==> config.mk <==
export PLATFORM = sky130hd
export DESIGN_NAME = lsd_fault_ctrl
export DESIGN_NICKNAME = d
export VERILOG_FILES = /design/src/rtl/lsd_pkg.sv /design/src/rtl/lsd_sync.sv /design/src/rtl/lsd_delay.sv /design/src/rtl/lsd_bypass.sv /design/src/rtl/lsd_fault_ctrl.sv
export SDC_FILE = /design/constraint.sdc
export NUM_CORES = 1
export LEC_CHECK = 0
export ABC_AREA = 1
export BUFFER_PORTS_ARGS = -buffer_cell sky130_fd_sc_hd__buf_2
export CORE_ASPECT_RATIO = 1.1
export CORE_MARGIN = 2
export CORE_UTILIZATION = 57
export DETAILED_ROUTE_END_ITERATION = 7
export HOLD_SLACK_MARGIN = 0.08
export PLACE_DENSITY = 0.73
export SLEW_MARGIN = 20
export SYNTH_ARGS = -nofsm -noshare
export SYNTH_HDL_FRONTEND = slang
export SYNTH_SLANG_ARGS = --single-unit
==> constraint.sdc <==
create_clock -name clk -period 1.6 [get_ports clk]
set_input_delay 0.32 -clock clk [delete_from_list [all_inputs] [get_ports clk]]
set_output_delay 0.32 -clock clk [all_outputs]
set_load 0.01 [all_outputs]
==> src/rtl/lsd_pkg.sv <==
package lsd_pkg;
  typedef struct packed {
    logic en;
    logic in;
    logic oc;
    logic ucur;
    logic uvolt;
    logic byp;
    logic clamp;
    logic ot;
  } lsd_flags_t;

  localparam int LSD_NFLAGS = $bits(lsd_flags_t);
endpackage

==> src/rtl/lsd_sync.sv <==
module lsd_sync #(
  parameter int W = 8
) (
  input  logic         clk,
  input  logic         rst_n,
  input  logic [W-1:0] d_i,
  output logic [W-1:0] q_o
);
  logic [W-1:0] meta_q;
  logic [W-1:0] sync_q;

  always_ff @(posedge clk or negedge rst_n) begin
    if (!rst_n) begin
      meta_q <= '0;
      sync_q <= '0;
    end else begin
      meta_q <= d_i;
      sync_q <= meta_q;
    end
  end

  assign q_o = sync_q;
endmodule

==> src/rtl/lsd_delay.sv <==
module lsd_delay #(
  parameter int TERM = 160
) (
  input  logic clk,
  input  logic rst_n,
  input  logic tick_i,
  input  logic qual_i,
  output logic done_o
);
  localparam int CW = $clog2(TERM + 1);
  localparam logic [CW-1:0] TERM_C = CW'(TERM);

  logic [CW-1:0] cnt_q;
  logic [CW-1:0] cnt_d;
  logic          cnt_en;

  always_comb begin
    cnt_en = 1'b0;
    cnt_d  = cnt_q;
    if (!qual_i) begin
      cnt_en = (cnt_q != '0);
      cnt_d  = '0;
    end else if (tick_i && (cnt_q != TERM_C)) begin
      cnt_en = 1'b1;
      cnt_d  = cnt_q + 1'b1;
    end
  end

  always_ff @(posedge clk or negedge rst_n) begin
    if (!rst_n) begin
      cnt_q <= '0;
    end else if (cnt_en) begin
      cnt_q <= cnt_d;
    end
  end

  assign done_o = qual_i && (cnt_q == TERM_C);
endmodule

==> src/rtl/lsd_bypass.sv <==
module lsd_bypass (
  input  logic clk,
  input  logic rst_n,
  input  logic clamp_i,
  input  logic rearm_i,
  input  logic off_i,
  input  logic byp_i,
  output logic blk_o,
  output logic fault_o
);
  logic blk_q;
  logic blk_d;

  always_comb begin
    blk_d = blk_q;
    if (clamp_i) begin
      blk_d = 1'b1;
    end else if (rearm_i) begin
      blk_d = 1'b0;
    end
  end

  always_ff @(posedge clk or negedge rst_n) begin
    if (!rst_n) begin
      blk_q <= 1'b0;
    end else begin
      blk_q <= blk_d;
    end
  end

  assign blk_o   = blk_q;
  assign fault_o = off_i && byp_i && !blk_q && !clamp_i;
endmodule

==> src/rtl/lsd_fault_ctrl.sv <==
module lsd_fault_ctrl #(
  parameter int OVL_TICKS  = 160,
  parameter int OPEN_TICKS = 20
) (
  input  logic clk,
  input  logic rst_n,
  input  logic tick_us,
  input  logic en_i,
  input  logic in_i,
  input  logic oc_i,
  input  logic ucur_i,
  input  logic uvolt_i,
  input  logic byp_i,
  input  logic clamp_i,
  input  logic otemp_i,
  output logic gate_o,
  output logic diag_n_o
);
  import lsd_pkg::*;

  lsd_flags_t raw_flags;
  lsd_flags_t s;

  assign raw_flags = '{en: en_i, in: in_i, oc: oc_i, ucur: ucur_i,
                       uvolt: uvolt_i, byp: byp_i, clamp: clamp_i, ot: otemp_i};

  lsd_sync #(.W(LSD_NFLAGS)) u_sync (
    .clk   (clk),
    .rst_n (rst_n),
    .d_i   (raw_flags),
    .q_o   (s)
  );

  logic in_prev_q;
  logic en_prev_q;
  logic in_fall;
  logic en_fall;
  logic cmd;

  always_ff @(posedge clk or negedge rst_n) begin
    if (!rst_n) begin
      in_prev_q <= 1'b0;
      en_prev_q <= 1'b0;
    end else begin
      in_prev_q <= s.in;
      en_prev_q <= s.en;
    end
  end

  assign in_fall = in_prev_q && !s.in;
  assign en_fall = en_prev_q && !s.en;
  assign cmd     = s.en && s.in;

  logic gate_q;
  logic gate_d;
  logic diag_q;
  logic diag_d;
  logic ovl_q;
  logic ovl_d;
  logic ovl_done;
  logic ol_done;
  logic byp_fault;
  logic byp_blk;
  logic fault_c;

  lsd_delay #(.TERM(OVL_TICKS)) u_ovl_dly (
    .clk    (clk),
    .rst_n  (rst_n),
    .tick_i (tick_us),
    .qual_i (cmd && s.oc),
    .done_o (ovl_done)
  );

  lsd_delay #(.TERM(OPEN_TICKS)) u_open_dly (
    .clk    (clk),
    .rst_n  (rst_n),
    .tick_i (tick_us),
    .qual_i (gate_q && s.ucur),
    .done_o (ol_done)
  );

  lsd_bypass u_byp (
    .clk     (clk),
    .rst_n   (rst_n),
    .clamp_i (s.clamp),
    .rearm_i (in_fall || en_fall),
    .off_i   (!gate_q),
    .byp_i   (s.byp),
    .blk_o   (byp_blk),
    .fault_o (byp_fault)
  );

  always_comb begin
    ovl_d = ovl_q;
    if (in_fall) begin
      ovl_d = 1'b0;
    end else if (ovl_done) begin
      ovl_d = 1'b1;
    end
  end

  always_comb begin
    fault_c = s.ot || ovl_q
           || (!gate_q && (s.uvolt || byp_fault))
           || (gate_q && ol_done);
    gate_d  = cmd && !ovl_q && !s.ot;
    diag_d  = !fault_c;
  end

  always_ff @(posedge clk or negedge rst_n) begin
    if (!rst_n) begin
      ovl_q  <= 1'b0;
      gate_q <= 1'b0;
      diag_q <= 1'b1;
    end else begin
      ovl_q  <= ovl_d;
      gate_q <= gate_d;
      diag_q <= diag_d;
    end
  end

  assign gate_o   = gate_q;
  assign diag_n_o = diag_q;
endmodule

Word level (Yosys, flattened, before mapping)
Index checks and enable logic that the tools add are counted.
{ "totals": {"reg_bits": 35, "latch_bits": 0, "ram_bits": 0, "rom_bits": 0, "input_bits": 11, "n_memories": 0} }
{ "classes": {"addsub": 2, "multipliers": 0, "div": 0, "order_cmp": 0, "n_eq_ne": 6, "n_shift": 0, "mux": 12, "n_bitwise": 0, "reduce_logical": 35} }
{ "ops": {"columns": ["cell", "count"], "rows": [
  ["$logic_and 1x1->1", 16],
  ["$mux 8", 2],
  ["$mux 5", 2],
  ["$add 8x1->8 const B", 1],
  ["$eq 8x8->1 const B", 1],
  ["$logic_not 1->1", 8],
  ["$mux 1", 8],
  ["$ne 8x8->1 const B", 1],
  ["$reduce_bool 8->1", 1],
  ["$add 5x1->5 const B", 1],
  ["$eq 5x5->1 const B", 1],
  ["$logic_or 1x1->1", 5],
  ["$ne 5x5->1 const B", 1],
  ["$reduce_bool 5->1", 1],
  ["$ne 2x2->1 const B", 2],
  ["$reduce_and 2->1", 2],
  ["$reduce_bool 2->1", 2]
]} }

Logic depth before layout (Yosys ltp)
Gate-level depths: netlist of run 1.
{ "logic_depth": {"word_depth": 9, "ltp_mapped": 9, "ltp_nobuf": 9} }

By module
Synthesis of run 1 repeated with hierarchy kept, for this count alone.
{ "unflattened": {"cells_unflattened": 179, "hier_area_um2": 1570.3} }
{ "modules_own_cells": {"columns": ["module", "instances", "cells_per_inst", "area_per_inst_um2", "seq_area_each_um2"], "rows": [
  ["lsd_delay at u_ovl_dly", 1, 81, 560.5, 200.2],
  ["lsd_sync", 1, 16, 400.4, 400.4],
  ["lsd_delay at u_open_dly", 1, 52, 355.3, 125.1],
  ["lsd_fault_ctrl", 1, 23, 200.2, 126.4],
  ["lsd_bypass", 1, 7, 53.8, 25.0]
]} }

Worst setup path after synthesis of run 1
Ideal clock, no wire load.
{ "synth_path": {"path_kind": "reg-to-reg", "start": "register u_ovl_dly.cnt_q[0]", "end": "register u_ovl_dly.cnt_q[5]", "setup_ps": 117, "t_arrival_ps": 1189, "path_slack_ps": 294, "path_stages_with_launch": 8, "path_buffers": 0, "period_less_slack_ps": 1306, "path_cell_list": "dfrtp_1 inv_1 ha_1 nand3_2 o21ai_2 nand2_1 nand2_1 nand2_1"} }
{ "synth_via": {"elab_chain_cells": 5, "elab_cells_between_ends": 10, "classes_between": "add/sub: 1; eq/ne: 2; mux: 4; reduce/logical: 3"} }
{ "synth_rtl": {"columns": ["item", "line", "text"], "rows": [
  ["from (decl)", "lsd_delay.sv:13", "logic [CW-1:0] cnt_q;"],
  ["from (signal assigned)", "lsd_delay.sv:33", "cnt_q <= cnt_d;"],
  ["parallel branches: the longest is 5 deep, another holds $add 8x1->8", null, null]
]} }
Parallel ways; which one is timed is not known. The select of a mux whose other input is x is not followed.
A chain may end at the register's enable or synchronous reset.

Final worst setup path of run 1
{ "layout_path": {"start": "register u_open_dly.cnt_q[1]", "end": "register u_open_dly.cnt_q[4]"} }
{ "layout_via": {"elab_chain_cells": 5, "elab_cells_between_ends": 10, "classes_between": "add/sub: 1; eq/ne: 2; mux: 4; reduce/logical: 3"} }
{ "layout_rtl": {"columns": ["item", "line"], "rows": [
  ["from (decl)", "lsd_delay.sv:13"],
  ["from (signal assigned)", "lsd_delay.sv:33"],
  ["parallel branches: the longest is 5 deep, another holds $add 5x1->5", null]
]} }
Parallel ways; which one is timed is not known. The select of a mux whose other input is x is not followed.

==> impl_results.rst, run 1 <==
.. list-table::
   :header-rows: 1

   * - Metric
     - Value
   * - Number of cells after detailed placement
     - between 150 and 200
   * - Clock H-tree levels
     - 2
   * - Tightest Pin Transition
     - between 0.4 and 0.5 ns
   * - Cell row count
     - 19
   * - Final setup violation count
     - 0
   * - Most common cell after layout, fill and taps aside
     - dfrtp_1
   * - Total Neg Setup Slack
     - 0 ns
   * - Vias post-DR
     - about 1100
   * - Result of the run
     - completed
   * - Detailed placement HPWL
     - around 1.8 mm
   * - Kind of capture point of the worst setup path
     - register
   * - Horizontal extent of the die
     - 53.0 um
   * - Most frequent cell on the critical path
     - nand2_1
   * - Cells after Synth
     - between 150 and 200
   * - Power share of the combinational group
     - 14.4%
   * - Family with the most delay on the worst path
     - simple AND/OR/NAND/NOR gates
   * - R2r setup slk
     - about 0.13 ns
   * - PwrDens
     - 1150 mW/mm^2
   * - Largest fanout on the critical path
     - 5
   * - Clock-pin transition on the worst setup and hold timing paths
     - roughly 0.10 ns
   * - Sequential share of power
     - around half
   * - Wire length of the first global-routing pass
     - 4.69 mm
   * - Launch point of the worst hold path
     - u_sync.meta_q[0]
   * - Total Nets Final
     - ~200
   * - First-pass DRT Iterations
     - 4
   * - Count of port buffers added during placement
     - 12
   * - Time the worst path needs with I/O delays and setup
     - roughly 1.5 ns
   * - Area of the core
     - ~0.0025 sq mm
   * - GRT Residual Overflow
     - 0
   * - Count of antenna-violating nets left after detailed routing
     - 0
   * - Depth of the worst hold-timing path
     - 0
   * - Vias in the first global route
     - 1066
   * - Count of placed standard cells in the final layout, fillers left out
     - between 200 and 250
   * - Worst r2r src
     - u_open_dly.cnt_q[1]
   * - Worst Reg2Reg Path Length in Cells
     - 7
   * - Clock power frac
     - between 30% and 40%
   * - R2R Path End
     - u_open_dly.cnt_q[4]
   * - Worst setup skew after layout
     - approximately 0.014 ns
   * - Total of max-cap violations
     - 0
   * - CTS tree
     - yes
   * - CTS Sinks
     - 35
   * - Required time worst endpoint
     - approximately 1.8 ns
   * - IR drop worst, VDD
     - a little under 1 mV
   * - Cell type of the slowest stage on the worst timing path
     - dfrtp_1
   * - Fraction of synthesized cell area taken by the top area cell type
     - between 50% and 60%
   * - Total Die Area
     - ~0.003 sq mm
   * - Unrepaired setup endpoints after global routing
     - false
   * - Number of buffer and inverter stages on the critical path
     - 1
   * - Number of DRC markers in iteration 0
     - 21
   * - Max Buffers Root-to-Sink
     - 2
   * - Setup Crit Path Kind
     - register to register
   * - Utilization after layout
     - between 70% and 80%
   * - Final Cycle Share
     - 91.7%
   * - Register bit total from synthesis
     - 35
   * - Clock latency of the later-clocked register in the worst-skew pair
     - around 0.34 ns
   * - Antenna violations before repair
     - 0
   * - Distinct cell type count of the synthesized netlist
     - 27
   * - Syn_nets
     - about 170
   * - Static leakage
     - roughly 0.86 nW
   * - Hold violation count in the final report
     - 0
   * - Worst relative slew slack
     - between 70% and 80%
   * - Post-Syn Area per Cell
     - around 9.8 sq um
   * - Clk root buf
     - clkbuf_4
   * - Slew Viols, Final
     - 0
   * - Height of the die
     - between 50 and 60 um
   * - Timing-limited maximum frequency
     - between 600 and 700 MHz
   * - Maximum number of pins on one net before global-route repair
     - 36
   * - WL per Instance
     - ~13 um
   * - Setup crit start kind
     - register
   * - Hold endpoint
     - u_sync.q_o[0]
   * - All-layer global routing usage
     - around 22%
   * - Cell types occupying the most area after synthesis
     - dfrtp_1, nand2_1, nand3_1, inv_1, ha_1
   * - Arrival time of the worst setup path
     - 1.68 ns
   * - Proportion of layout cells with a drive suffix above 1
     - between 10% and 20%
   * - Yosys warning count
     - 0
   * - Net switching power of the design
     - slightly above 0.5 mW
   * - Most frequent cells in the layout
     - dfrtp_1, nand2_1, inv_1, nand3_1, nor2_1
   * - Min-delay worst type
     - register to register
   * - Final Wtd Congestion
     - roughly 0.84
   * - Critical Path Max Stage Delay
     - 0.42 ns
   * - Number of primary I/O pins
     - 13
   * - Switching part of the total power
     - 24.8%
   * - Share of the yosys chip area belonging to registers
     - around three fifths
   * - Area growth from synthesis to layout
     - 19.5%
   * - Starting Density
     - ~60%
   * - Post-CTS setup buffer count
     - 0
   * - Top cell type by total area after synthesis
     - dfrtp_1
   * - Cells traversed along the worst timing path
     - inv_1 > ha_1 > nand4_1 > nand2_2 > nand2_1 > nand2_1 > o21ai_1
   * - Detail-routed via count per cell
     - 5.23
   * - Number of buffers inserted during clock tree synthesis
     - 5
   * - DRC Markers
     - 0
   * - Synthesized cell area
     - between 0.0015 and 0.002 sq mm
   * - N_diodes
     - 0
   * - Power Internal
     - between 1.5 and 2 mW
   * - Detailed-route wire length
     - 2.69 mm
==> area by class of cell <==
type | count | area, sq um
Inverter | 22 | 82.6
Clock buffer | 6 | 41.3
Sequential cell | 35 | 877
Tap cell | 31 | 38.8
Clock inverter | 2 | 60.1
Fill cell | 182 | 699
Timing Repair Buffer | 22 | 158
Multi-Input combinational cell | 95 | 539
==> worst max path at each step <==
stage | startpoint | end | slack, ns | cells after the start
4_1_cts | u_open_dly.cnt_q[1] | u_open_dly.cnt_q[4] | 0.10 | 7
3_3_place_gp | u_ovl_dly.cnt_q[0] | u_ovl_dly.cnt_q[5] | 0.23 | 7
5_1_grt | u_ovl_dly.cnt_q[0] | u_ovl_dly.cnt_q[3] | 0.007 | 9
6_report | u_open_dly.cnt_q[1] | u_open_dly.cnt_q[4] | 0.13 | 7
2_1_floorplan | u_ovl_dly.cnt_q[0] | u_ovl_dly.cnt_q[5] | 0.29 | 7
3_5_place_dp | u_open_dly.cnt_q[0] | u_open_dly.cnt_q[4] | 0.13 | 7
==> state kept, by name, indices dropped and copies added (netlist names) <==
name              cells
u_ovl_dly.cnt_q       8
u_sync.meta_q         8
u_sync.q_o            8
u_open_dly.cnt_q      5
diag_n_o              1
en_prev_q             1
gate_o                1
in_prev_q             1
ovl_q                 1
u_byp.blk_o           1
==> cells in the mapped netlist <==
| cell | n |
|---|---|
| xnor2_1 | 2 |
| nand3_4 | 1 |
| o21ai_2 | 1 |
| a21oi_1 | 1 |
| nand3_1 | 16 |
| inv_1 | 19 |
| nor2_8 | 1 |
| nand4_1 | 2 |
| dfrtp_1 | 34 |
| xor2_1 | 2 |
| nor3_1 | 2 |
| o22ai_1 | 3 |
| or2_2 | 1 |
| o21ai_0 | 5 |
| nor2_2 | 2 |
| buf_8 | 1 |
| clkinv_1 | 1 |
| nor2_1 | 13 |
| ha_1 | 4 |
| nand2_4 | 1 |
| dfstp_2 | 1 |
| nand2_2 | 2 |
| o21ba_1 | 1 |
| inv_2 | 2 |
| nand3_2 | 1 |
| o21ai_1 | 6 |
| nand2_1 | 28 |
==> worst reg2reg max path, stage by stage, from the launching register on <==
cell and delay, ns:
dfrtp_1 0.42, inv_1 0.09, ha_1 0.17, nand4_1 0.20, nand2_2 0.17, nand2_1 0.15
nand2_1 0.09, o21ai_1 0.06
==> timing repair <==
action,4_1_cts,5_1_grt
hold buffers,7,2
endpoints found under the setup margin,0,3
endpoints found under the hold margin,40,2
resized for setup,0,3
==> metrics by stage <==
step | power, mW | area [sq um] | hold WS (ns) | worst slack, ns
detailed placement | 1.27 | 1600 | 0.336 | 0.126
global route | 2.17 | 1800 | 0.368 | 0.00699
global placement | 1.25 | 1600 | 0.331 | 0.230
CTS | 2.05 | 1770 | 0.0802 | 0.105
finish | 2.06 | 1800 | 0.352 | 0.133
floorplan | 1.19 | 1500 | 0.0244 | 0.294
==> logic make-up (layout without fill, tap and decap cells) <==
| group | after synthesis | in the layout | share of synthesized area, % |
|---|---|---|---|
| compound gates | 17 | 17 | 6.49 |
| xor+xnor | 4 | 4 | 2.33 |
| fa+ha+maj | 4 | 4 | 3.33 |
| buf+inv | 23 | 52 | 6.49 |
| flops | 35 | 35 | 58.3 |
| simple gates | 70 | 70 | 23.0 |
==> routing by layer <==
metal | track usage (%) | part of all wire, %
met5 | 0 | 0
met1 | 26.4 | 41
met3 | 7.99 | 5.0
met2 | 35.2 | 51
met4 | 10.3 | 3.1
==> power groups by stage <==
stage	clock, mW	combinational, mW	sequential, mW
2_1_floorplan	0	0.189	0.996
3_3_place_gp	0	0.246	1.00
3_5_place_dp	0	0.262	1.01
4_1_cts	0.788	0.278	0.989
5_1_grt	0.830	0.337	0.999
6_report	0.772	0.296	0.991
No activity file was read; power rests on OpenSTA's default activity.
==> inputs of run 2 (changes only) <==
- CORE_UTILIZATION: 57 -> 58
- PLACE_DENSITY: 0.73 -> 0.78
- SYNTH_HIERARCHICAL: default -> 1
==> run 2 against run 1 <==
  * Critical path depth unchanged
  * Cell count up 12%
  * Total power down 12%
  * Via count up 11%
  * First-iteration DRC count up 48%
  * Global-route usage about the same
  * Setup slack better by 0.074 ns
  * Sequential power down 0.5%
  * Non-clock buffer count unchanged
  * Largest cell class unchanged
==> impl_results.rst, run 2 <==
.. list-table::
   :header-rows: 1

   * - Metric
     - Value
   * - Result of the run
     - completed (unchanged)
   * - Number of primary I/O pins
     - 13 (unchanged)
   * - Tightest Pin Transition
     - 0.276 ns (was 0.415 ns)
   * - Clock H-tree levels
     - 2 (unchanged)
   * - Post-Syn Area per Cell
     - 8.77 sq um (was 9.83 sq um)
   * - Time the worst path needs with I/O delays and setup
     - 1.39 ns (was 1.47 ns)
   * - Cells traversed along the worst timing path
     - inv_1 > ha_1 > nand2_2 > o21ai_4 > nand2_2 > nand2_1 > nand2_1 (was inv_1 > ha_1 > nand4_1 > nand2_2 > nand2_1 > nand2_1 > o21ai_1)
   * - Prevailing post-synth register cell
     - dfrtp_1 (unchanged)
   * - Top cell type by total area after synthesis
     - dfrtp_1 (unchanged)
   * - Final Wtd Congestion
     - 0.882 (was 0.836)
   * - Clock-pin transition on the worst setup and hold timing paths
     - 0.10 ns (about the same)
   * - Hold WS
     - 0.302 ns (was 0.352 ns)
   * - Yosys warning count
     - 6 (was 0)
   * - Worst relative slew slack
     - 81.5% (was 72.3%)
   * - Area of the core
     - 0.00254 sq mm (was 0.00250 sq mm)
   * - N_diodes
     - 0 (unchanged)
   * - Slew Viols, Final
     - 0 (unchanged)
   * - Arrival time of the worst setup path
     - 1.62 ns (was 1.68 ns)
   * - Setup crit start kind
     - register (unchanged)
   * - Total of max-cap violations
     - 0 (unchanged)
   * - Detail-routed via count per cell
     - 5.18 (was 5.23)
   * - Cells after Synth
     - 179 (was 153)
   * - Proportion of layout cells with a drive suffix above 1
     - 19.7% (was 19.2%)
   * - Post-CTS setup buffer count
     - 0 (unchanged)
   * - Seq. cell area
     - 877 sq um (unchanged)
   * - Static leakage
     - 0.977 nW (was 0.859 nW)
   * - Detailed-route wire length
     - 2.78 mm (was 2.69 mm)
   * - Top cells by instance count after synthesis
     - nand2_1, dfrtp_1, inv_1 (was dfrtp_1, nand2_1, inv_1)
   * - Max Buffers Root-to-Sink
     - 2 (unchanged)
   * - DRC Markers
     - 0 (unchanged)
   * - Number of cells after detailed placement
     - 222 (was 196)
   * - Number of buffer and inverter stages on the critical path
     - 1 (unchanged)
   * - Area growth from synthesis to layout
     - 16.9% (was 19.5%)
   * - Fraction of synthesis flops using an asynchronous set or reset pin
     - 100% (unchanged)
   * - Syn_nets
     - 194 (was 168)
   * - Final Cycle Share
     - 87.1% (was 91.7%)
   * - Quantity of gates resized following cts
     - 0 (unchanged)
   * - Count of placed standard cells in the final layout, fillers left out
     - 239 (was 213)
   * - Cell row count
     - 19 (unchanged)
   * - Number of DRC markers in iteration 0
     - 31 (was 21)
   * - Share of the yosys chip area belonging to registers
     - 55.9% (was 58.3%)
   * - Starting Density
     - 61.7% (was 60.3%)
   * - Clock latency of the later-clocked register in the worst-skew pair
     - 0.34 ns (about the same)
   * - Clk root buf
     - clkbuf_4 (unchanged)
   * - Total Neg Setup Slack
     - 0 ns (unchanged)
   * - Number of filler instances in the final layout
     - 199 (was 182)
   * - Horizontal extent of the die
     - 53.6 um (was 53.0 um)
   * - EDFF count, synth
     - 0 (unchanged)
   * - Final setup violation count
     - 0 (unchanged)
   * - CTS Sinks
     - 35 (unchanged)
   * - Setup Crit Path Kind
     - register to register (unchanged)
   * - CTS tree
     - yes (unchanged)
   * - Vias post-DR
     - 1237 (was 1115)
   * - Hold Buf Count CTS
     - 8 (was 7)
   * - Cell type of the slowest stage on the worst timing path
     - dfrtp_1 (unchanged)
   * - Family with the most delay on the worst path
     - flip-flops (was simple AND/OR/NAND/NOR gates)
   * - Cell types occupying the most area after synthesis
     - dfrtp_1, nand2_1, nand3_1, inv_1, nor2_1 (was dfrtp_1, nand2_1, nand3_1, inv_1, ha_1)
   * - Count of antenna-violating nets left after detailed routing
     - 0 (unchanged)
   * - First-pass DRT Iterations
     - 4 (unchanged)
   * - PwrDens
     - 982 mW/mm^2 (was 1150 mW/mm^2)
   * - Unrepaired setup endpoints after global routing
     - false (unchanged)
   * - Fraction of synthesized cell area taken by the top area cell type
     - 54.2% (was 56.6%)
   * - Distinct cell type count of the synthesized netlist
     - 23 (was 27)
   * - Height of the die
     - 58.6 um (was 57.9 um)
   * - Critical Path Max Stage Delay
     - 0.42 ns (about the same)
   * - Most used standard cell by instance count after synthesis
     - nand2_1 (was dfrtp_1)
   * - Most common cell after layout, fill and taps aside
     - nand2_1 (was dfrtp_1)
   * - Largest fanout on the critical path
     - 9 (was 5)
   * - Timing-limited maximum frequency
     - 718 MHz (was 681 MHz)
   * - Kind of capture point of the worst setup path
     - register (unchanged)
   * - Number of buffers inserted during clock tree synthesis
     - 5 (unchanged)
   * - Total Die Area
     - 0.00314 sq mm (was 0.00307 sq mm)
   * - Min-delay worst type
     - input pin to asynchronous set/reset pin (was register to register)
   * - WL per Instance
     - 11.6 um (was 12.6 um)
   * - Hold violation count in the final report
     - 0 (unchanged)
   * - All-layer global routing usage
     - 22.0% (about the same)
   * - Total Nets Final
     - 222 (was 196)
   * - Detailed placement HPWL
     - 1.98 mm (was 1.84 mm)
   * - Required time worst endpoint
     - 1.83 ns (was 1.82 ns)
   * - Maximum number of pins on one net before global-route repair
     - 35 (was 36)
   * - Wire length of the first global-routing pass
     - 4.71 mm (was 4.69 mm)
   * - Count of port buffers added during placement
     - 12 (unchanged)
   * - Worst setup skew after layout
     - 0.0108 ns (was 0.0144 ns)
   * - Most frequent cells in the layout
     - nand2_1, dfrtp_1, inv_1, nor2_1, nand3_1 (was dfrtp_1, nand2_1, inv_1, nand3_1, nor2_1)
   * - Synthesized cell area
     - 0.00157 sq mm (was 0.00150 sq mm)
   * - IR drop worst, VDD
     - 0.974 mV (was 0.972 mV)
   * - Antenna violations before repair
     - 0 (unchanged)
   * - GRT Residual Overflow
     - 0 (unchanged)
   * - Combined area of the multi-input logic cells
     - 579 sq um (was 539 sq um)
   * - Vias in the first global route
     - 1135 (was 1066)
   * - Register bit total from synthesis
     - 35 (unchanged)
## run 2: layout make-up
cell class	instances	share of cell area [%]
clock buffer	6	2.79
clock inverter	2	0.886
inverter	27	5.59
multi-input combinational	116	31.6
sequential	35	47.8
tap	31	2.11
timing repair buffer	22	9.27
## run 2: worst register-to-register path: cells and delay by family (launching register included)
family / cells / cell delay, ns
flops: 1 / 0.42
simple gates: 4 / 0.31
fa+ha+maj: 1 / 0.17
buf+inv: 1 / 0.11
compound gates: 1 / 0.28
## run 2: cell families (layout without fill, tap and decap cells)
family	Yosys count	after routing	share of synthesized area [%]
AOI/OAI and AO/OA	7	7	3.27
xor gates and xnor gates	1	1	0.558
adders and majority gates	4	4	3.19
buffers and inverters	28	57	7.25
DFF	35	35	55.9
and+or+nand+nor	104	104	29.9
## run 2: report_power, final
group	switching (mW)	internal, mW	leakage (nW)
Combinational	0.190	0.120	0.504
Clock	0.291	0.216	0.0345
Sequential	0.0449	0.941	0.438
## run 2: path summary, 6_finish.rpt
| kind | startpoint | endpoint | slack, ns | cells past startpoint |
|---|---|---|---|---|
| setup / recovery | u_ovl_dly/cnt_q[0] | u_ovl_dly/cnt_q[4] | 0.21 | 7 |
| min in group clk | tick_us | u_open_dly/cnt_q[4] | 0.36 | 4 |
| setup reg to reg | u_ovl_dly/cnt_q[0] | u_ovl_dly/cnt_q[4] | 0.21 | 7 |
| max in group asynchronous | rst_n | diag_n_o | 0.88 | 3 |
| hold reg to reg | u_sync/meta_q[0] | u_sync/q_o[0] | 0.36 | 0 |
| hold / removal | rst_n | u_sync/meta_q[1] | 0.30 | 2 |
## run 2: metrics by stage
stage               instance area, sq um  power (mW)  util (%)  setup slack [ns]
finish                              1840        1.80      72.2             0.206
global placement                    1680        1.27      66.0             0.311
floorplan                           1570        1.20         -             0.389
detailed placement                  1680        1.30      66.0             0.238
global route                        1840        1.91      72.2             0.129
CTS                                 1830        1.83      71.8             0.232
## run 2: layer usage
metal	GRT usage, %	up-vias	share of wire (%)
met4	9.89	0	2.6
met3	8.38	16	4.9
met2	36.7	39	50
met1	24.7	578	43
li1	-	604	-
met5	0	-	0
